==> src/rtl/dcr_slave_pkg.sv <==
package dcr_slave_pkg;

   localparam int BYTE_BITS = 8;
   localparam int NIB_W     = 4;
   localparam int DREG_W    = 2;

   localparam logic [NIB_W-1:0] DEVICE_TYPE = 4'b0101;

   typedef enum logic [1:0] {
      ST_IDLE,
      ST_RX,
      ST_ACK,
      ST_SKIP
   } eng_state_t;

   typedef struct packed {
      logic [NIB_W-1:0]  opcode;
      logic [DREG_W-1:0] dreg;
      logic              wiper;
   } instr_t;

endpackage

==> src/rtl/dcr_line_sync.sv <==
module dcr_line_sync #(
   parameter int   STAGES    = 2,
   parameter bit   FILTER_EN = 1'b0,
   parameter logic IDLE_VAL  = 1'b1
) (
   input  logic clk,
   input  logic rst_n,
   input  logic d_i,
   output logic q_o
);

   logic [STAGES-1:0] chain;

   always_ff @(posedge clk or negedge rst_n) begin
      if (!rst_n) chain <= {STAGES{IDLE_VAL}};
      else        chain <= {chain[STAGES-2:0], d_i};
   end

   generate
      if (FILTER_EN) begin : g_filter
         logic [1:0] hist;
         logic       q_r;
         always_ff @(posedge clk or negedge rst_n) begin
            if (!rst_n) begin
               hist <= {2{IDLE_VAL}};
               q_r  <= IDLE_VAL;
            end else begin
               hist <= {hist[0], chain[STAGES-1]};
               if (hist == 2'b11 && chain[STAGES-1])       q_r <= 1'b1;
               else if (hist == 2'b00 && !chain[STAGES-1]) q_r <= 1'b0;
            end
         end
         assign q_o = q_r;
      end else begin : g_plain
         assign q_o = chain[STAGES-1];
      end
   endgenerate

endmodule

==> src/rtl/dcr_cond_detect.sv <==
module dcr_cond_detect (
   input  logic clk,
   input  logic rst_n,
   input  logic scl_s_i,
   input  logic sda_s_i,
   output logic start_o,
   output logic stop_o,
   output logic rise_o,
   output logic fall_o
);

   logic scl_p;
   logic sda_p;

   always_ff @(posedge clk or negedge rst_n) begin
      if (!rst_n) begin
         scl_p <= 1'b1;
         sda_p <= 1'b1;
      end else begin
         scl_p <= scl_s_i;
         sda_p <= sda_s_i;
      end
   end

   always_comb begin
      start_o = scl_s_i && scl_p && sda_p && !sda_s_i;
      stop_o  = scl_s_i && scl_p && !sda_p && sda_s_i;
      rise_o  = scl_s_i && !scl_p;
      fall_o  = !scl_s_i && scl_p;
   end

endmodule

==> src/rtl/dcr_busy_timer.sv <==
module dcr_busy_timer #(
   parameter int BUSY_CYCLES = 500000
) (
   input  logic clk,
   input  logic rst_n,
   input  logic load_i,
   output logic busy_o
);

   localparam int CNT_W = $clog2(BUSY_CYCLES + 1);
   localparam logic [CNT_W-1:0] LOAD_VAL = CNT_W'(BUSY_CYCLES);

   logic [CNT_W-1:0] remain;

   always_ff @(posedge clk or negedge rst_n) begin
      if (!rst_n)               remain <= '0;
      else if (load_i)          remain <= LOAD_VAL;
      else if (remain != '0)    remain <= remain - 1'b1;
   end

   assign busy_o = (remain != '0);

endmodule

==> src/rtl/dcr_byte_engine.sv <==
module dcr_byte_engine
   import dcr_slave_pkg::*;
#(
   parameter logic [NIB_W-1:0] TYPE_CODE = DEVICE_TYPE,
   parameter logic [NIB_W-1:0] NVW_OP_A  = 4'b1100,
   parameter logic [NIB_W-1:0] NVW_OP_B  = 4'b1000
) (
   input  logic             clk,
   input  logic             rst_n,
   input  logic             busy_i,
   input  logic             start_i,
   input  logic             stop_i,
   input  logic             rise_i,
   input  logic             fall_i,
   input  logic             sda_i,
   input  logic [NIB_W-1:0] addr_i,
   output logic             sda_oe_o,
   output logic             valid_o,
   output instr_t           instr_o,
   output logic             nv_load_o
);

   localparam int CNT_W = $clog2(BYTE_BITS + 1);
   localparam logic [CNT_W-1:0] FULL  = CNT_W'(BYTE_BITS);
   localparam logic [CNT_W-1:0] FIRST = CNT_W'(1);
   localparam logic [1:0]       LAST_IDX = 2'd2;

   eng_state_t             state;
   logic [CNT_W-1:0]       bit_cnt;
   logic [1:0]             byte_idx;
   logic [BYTE_BITS-1:0]   shreg;
   logic                   pend;
   logic                   nv_armed;
   logic                   id_hit;
   logic                   is_nvw;
   instr_t                 decoded;

   always_comb begin
      id_hit         = (shreg[BYTE_BITS-1 -: NIB_W] == TYPE_CODE) &&
                       (shreg[NIB_W-1:0] == addr_i);
      decoded.opcode = shreg[BYTE_BITS-1 -: NIB_W];
      decoded.dreg   = shreg[3:2];
      decoded.wiper  = shreg[0];
      is_nvw         = (decoded.opcode == NVW_OP_A) || (decoded.opcode == NVW_OP_B);
   end

   // A STOP always follows one SCL rise, so a boundary STOP sees exactly one counted bit.
   assign nv_load_o = stop_i && !busy_i && (state == ST_RX) &&
                      (bit_cnt == FIRST) && nv_armed;

   always_ff @(posedge clk or negedge rst_n) begin
      if (!rst_n) begin
         state    <= ST_IDLE;
         bit_cnt  <= '0;
         byte_idx <= '0;
         shreg    <= '0;
         sda_oe_o <= 1'b0;
         valid_o  <= 1'b0;
         pend     <= 1'b0;
         nv_armed <= 1'b0;
         instr_o  <= '0;
      end else begin
         valid_o <= 1'b0;
         if (busy_i) begin
            state    <= ST_IDLE;
            sda_oe_o <= 1'b0;
            pend     <= 1'b0;
            nv_armed <= 1'b0;
         end else if (start_i) begin
            state    <= ST_RX;
            bit_cnt  <= '0;
            byte_idx <= '0;
            sda_oe_o <= 1'b0;
            pend     <= 1'b0;
            nv_armed <= 1'b0;
         end else if (stop_i) begin
            state    <= ST_IDLE;
            sda_oe_o <= 1'b0;
            pend     <= 1'b0;
            nv_armed <= 1'b0;
         end else begin
            unique case (state)
               ST_RX: begin
                  if (rise_i && bit_cnt != FULL) begin
                     shreg   <= {shreg[BYTE_BITS-2:0], sda_i};
                     bit_cnt <= bit_cnt + 1'b1;
                  end else if (fall_i && bit_cnt == FULL) begin
                     unique case (byte_idx)
                        2'd0: begin
                           if (id_hit) begin
                              state    <= ST_ACK;
                              sda_oe_o <= 1'b1;
                           end else begin
                              state <= ST_SKIP;
                           end
                        end
                        2'd1: begin
                           state    <= ST_ACK;
                           sda_oe_o <= 1'b1;
                           instr_o  <= decoded;
                           pend     <= 1'b1;
                           nv_armed <= is_nvw;
                        end
                        default: begin
                           state    <= ST_ACK;
                           sda_oe_o <= 1'b1;
                        end
                     endcase
                  end
               end
               ST_ACK: begin
                  if (fall_i) begin
                     state    <= ST_RX;
                     sda_oe_o <= 1'b0;
                     bit_cnt  <= '0;
                     valid_o  <= pend;
                     pend     <= 1'b0;
                     if (byte_idx != LAST_IDX) byte_idx <= byte_idx + 1'b1;
                  end
               end
               default: ;
            endcase
         end
      end
   end

endmodule

==> src/rtl/dcr_serial_slave.sv <==
module dcr_serial_slave
   import dcr_slave_pkg::*;
#(
   parameter int               SYNC_STAGES = 2,
   parameter bit               FILTER_EN   = 1'b0,
   parameter int               BUSY_CYCLES = 500000,
   parameter logic [NIB_W-1:0] TYPE_CODE   = DEVICE_TYPE,
   parameter logic [NIB_W-1:0] NVW_OP_A    = 4'b1100,
   parameter logic [NIB_W-1:0] NVW_OP_B    = 4'b1000
) (
   input  logic              clk,
   input  logic              rst_n,
   input  logic              scl_i,
   input  logic              sda_i,
   input  logic [NIB_W-1:0]  addr_pins_i,
   output logic              sda_oe_o,
   output logic              busy_o,
   output logic              instr_valid_o,
   output logic [NIB_W-1:0]  opcode_o,
   output logic [DREG_W-1:0] dreg_sel_o,
   output logic              wiper_sel_o
);

   generate
      if (SYNC_STAGES < 2) begin : g_bad_sync
         $error("SYNC_STAGES must be at least 2");
      end
      if (BUSY_CYCLES < 1) begin : g_bad_busy
         $error("BUSY_CYCLES must be at least 1");
      end
   endgenerate

   logic   scl_s;
   logic   sda_s;
   logic   start_det;
   logic   stop_det;
   logic   scl_rise;
   logic   scl_fall;
   logic   nv_load;
   instr_t instr;

   dcr_line_sync #(.STAGES(SYNC_STAGES), .FILTER_EN(FILTER_EN), .IDLE_VAL(1'b1)) u_sync_scl (
      .clk   (clk),
      .rst_n (rst_n),
      .d_i   (scl_i),
      .q_o   (scl_s)
   );

   dcr_line_sync #(.STAGES(SYNC_STAGES), .FILTER_EN(FILTER_EN), .IDLE_VAL(1'b1)) u_sync_sda (
      .clk   (clk),
      .rst_n (rst_n),
      .d_i   (sda_i),
      .q_o   (sda_s)
   );

   dcr_cond_detect u_cond (
      .clk     (clk),
      .rst_n   (rst_n),
      .scl_s_i (scl_s),
      .sda_s_i (sda_s),
      .start_o (start_det),
      .stop_o  (stop_det),
      .rise_o  (scl_rise),
      .fall_o  (scl_fall)
   );

   dcr_busy_timer #(.BUSY_CYCLES(BUSY_CYCLES)) u_busy (
      .clk    (clk),
      .rst_n  (rst_n),
      .load_i (nv_load),
      .busy_o (busy_o)
   );

   dcr_byte_engine #(
      .TYPE_CODE (TYPE_CODE),
      .NVW_OP_A  (NVW_OP_A),
      .NVW_OP_B  (NVW_OP_B)
   ) u_engine (
      .clk       (clk),
      .rst_n     (rst_n),
      .busy_i    (busy_o),
      .start_i   (start_det),
      .stop_i    (stop_det),
      .rise_i    (scl_rise),
      .fall_i    (scl_fall),
      .sda_i     (sda_s),
      .addr_i    (addr_pins_i),
      .sda_oe_o  (sda_oe_o),
      .valid_o   (instr_valid_o),
      .instr_o   (instr),
      .nv_load_o (nv_load)
   );

   assign opcode_o    = instr.opcode;
   assign dreg_sel_o  = instr.dreg;
   assign wiper_sel_o = instr.wiper;

endmodule

==> config.mk <==
export PLATFORM = sky130hd
export DESIGN_NAME = dcr_serial_slave
export DESIGN_NICKNAME = d
export VERILOG_FILES = /design/src/rtl/dcr_slave_pkg.sv /design/src/rtl/dcr_line_sync.sv /design/src/rtl/dcr_cond_detect.sv /design/src/rtl/dcr_busy_timer.sv /design/src/rtl/dcr_byte_engine.sv /design/src/rtl/dcr_serial_slave.sv
export SDC_FILE = /design/constraint.sdc
export NUM_CORES = 1
export LEC_CHECK = 0
export BUFFER_PORTS_ARGS = -buffer_cell sky130_fd_sc_hd__clkbuf_2
export CAP_MARGIN = 20
export CORE_MARGIN = 3
export CORE_UTILIZATION = 60
export DETAILED_ROUTE_END_ITERATION = 10
export GPL_TIMING_DRIVEN = 0
export PLACE_DENSITY = 0.83
export SLEW_MARGIN = 10
export SYNTH_ARGS = -nofsm -noshare
export SYNTH_HDL_FRONTEND = slang
export SYNTH_HIERARCHICAL = 1
export SYNTH_SLANG_ARGS = --single-unit
==> constraint.sdc <==
create_clock -name clk -period 3.7 [get_ports clk]
set_clock_uncertainty 0.15 [all_clocks]
set_input_delay 0.925 -clock clk [delete_from_list [all_inputs] [get_ports clk]]
set_output_delay 0.925 -clock clk [all_outputs]
set_load 0.05 [all_outputs]
==> results.tsv <==
metric	value	unit
track_usage	20.9	%
synth_top_area_share	42.5	%
grt_start_max_net_pins	53	
clk_latency	0.30	ns
antennaDiodeCount	0	
drive_gt1_share	24.9	%
ctsLongestPathBuffers	2	
hold_ws	0.211	ns
reg2reg_from	u_busy/remain[7]	
ys_top_cells_by_count	dfrtp_1, mux2_2, nor2_1	
r2r_cells	8	
wl_met3	215	um
synthesis.instances	249	
synth-seq-cells	52	
coreArea	4170	um^2
rsz0062_at_grt	no	
status	completed	
ys.flop_type	dfrtp_1	
cp.arrival	2.33	ns
syn_area	2710	um^2
syn_area_per_cell	10.9	um^2
max_freq	293	MHz
finalHoldViolations	0	
wl	5020	um
vias	1994	
tightest_slew	0.684	ns
cp-end-kind	output pin	
holdPathEnd	u_sync_sda/chain[1]	
hp-class	register to register	
h-tree-depth	2	
p_leak	1.47	nW
relSlewSlack	54.4	%
power.density	471	nW/um^2
cts_tree	done	
min_period_over_period	92.1	%
clk_pin_slew	0.10	ns
ys_async_sr_fraction	100	%
min_period	3.41	ns
min_from	u_sync_sda/chain[0]	
max_cap_viol_count	0	
ant_nets	0	
setup_viol	0	
layoutNonFillerInstCount	323	
drv_slew	0	
yosysSeqAreaShare	48.3	%
start_util	64.9	%
row_count	23	
antenna_found_initial	0	
cts-root-buf	clkbuf_8	
total_power	1.40	mW
cp.required	2.62	ns
regToRegEndpoint	u_busy/remain[9]	
post_drt_via_cell_ratio	6.17	
synthesis.nets	264	
yosysWarnings	6	
numCtsBuffers	5	
clock-sinks	52	
grt_pass1_wl	8690	um
yosysMostFrequentCell	dfrtp_1	
gp_congestion	0.805	
peakVddDrop	0.348	mV
ioPinCount	18	
dpl.cell_count	316	
crit_type	register to output pin	
die_x	73.2	um
critPathMaxFanout	9	
post_cts_buffers	0	
synth_edf_count	0	
die_h	73.2	um
grt_pass1_vias	1796	
synth_area_leaders	dfrtp_1, mux2_2, dfstp_2	
wl_met1	2440	um
detailedRoute.firstPassIterationCount	4	
layout.nets	287	
drt-initial-drc-count	138	
top_layer_used	met4	
die-area	5350	um^2
grt_overflow	0	
synth_largest_area_cell	dfrtp_1	
wl_per_cell	15.6	um
hold_path_depth	0	
cp-start-kind	register	
dp_hpwl	3530	um
io_buffers	17	
syn_to_final_growth	9.70	%
r2r_slack	0.32	ns
drc	0	
ys_types	54	
wl_met2	2300	um
## report_power, final
| part | switching (mW) | internal (mW) | leakage (nW) |
|---|---|---|---|
| Clock | 0.186 | 0.200 | 0.0541 |
| Sequential | 0.0790 | 0.642 | 0.691 |
| Combinational | 0.155 | 0.137 | 0.725 |
| Total | 0.420 | 0.979 | 1.47 |
## critical path: stages (launching register included)
cell,delay [ns]
dfrtp_1,0.44
or4_1,0.68
nor4_2,0.40
nand2_2,0.21
clkbuf_2,0.30
## registers in the layout (all words and copies together), names as in the netlist, 2 cells and up
signal,cells
u_engine/instr_o,7
u_sync_scl/chain,2
u_engine/byte_idx,2
u_engine/bit_cnt,4
u_engine/state,2
u_sync_sda/chain,2
u_busy/remain,19
u_engine/shreg,8
## area by class of cell
cell class	instances	area (um^2)
buffer	5	25.0
clock buffer	5	68.8
clock inverter	3	42.5
fill	270	1200
inverter	11	41.3
multi-input combinational	180	1330
sequential	52	1310
tap	50	62.6
timing repair buffer	17	87.6
## cells in the final DEF, fill, tap and decap left out, drive strengths merged, types with 3 or more instances in the layout
cell type,Yosys,final
a21o,3,3
a21oi,13,13
nor2,21,21
nor3,9,9
nor2b,11,11
nand4,5,5
nand3b,3,3
ha,7,7
clkbuf,4,25
dfstp,6,6
o21ai,11,11
or4,5,5
dfrtp,46,46
inv,11,11
xor2,4,4
a211oi,6,6
nor4,6,6
mux2i,4,4
or2,3,3
or3,8,8
nand2,10,10
mux2,21,21
## worst max-delay path by stage
stage                                start               end  slack (ns)  cells after the start
after floorplan           u_busy/remain[7]  u_busy/remain[9]        0.18                      9
after global placement    u_busy/remain[7]  u_busy/remain[9]       -0.07                      9
after detailed placement  u_busy/remain[7]  u_busy/remain[9]        -0.1                      9
after CTS                 u_busy/remain[7]  u_busy/remain[9]       0.004                      9
after global routing      u_busy/remain[7]  u_busy/remain[9]        0.08                      8
final                     u_busy/remain[7]            busy_o        0.29                      4
## logic make-up (layout without fill, tap and decap cells)
group / Yosys count / in the layout / synth area share, %
xor gates and xnor gates: 4 / 4 / 1.29
DFF: 52 / 52 / 48.3
adders and majority gates: 7 / 7 / 3.23
muxes: 25 / 25 / 10.2
and+or+nand+nor: 98 / 98 / 23.3
AOI/OAI and AO/OA: 46 / 46 / 11.1
buffers and inverters: 17 / 41 / 2.54
## per-stage QoR
step	setup WS, ns	setup TNS (ns)	util, %	cell area, um^2
2_1_floorplan	0.179	0	-	2710
3_3_place_gp	-0.0709	-0.172	68.4	2860
3_5_place_dp	-0.0960	-0.283	68.5	2860
4_1_cts	0.00411	0	71.2	2970
5_1_grt	0.0763	0	71.2	2970
6_report	0.292	0	71.2	2970
## repair_timing
action                                  4_1_cts  5_1_grt
resized for setup                             1        2
endpoints found under the setup margin        5       17
pin swaps                                     0        0
hold buffers                                  0        0
## layer usage
layer  vias up  GRT usage, %
li1        966             -
met1       972          30.9
met2        50          31.2
met3         6          3.99
met4         0          6.35
met5         -             0
(Power assumes the default switching activity.)
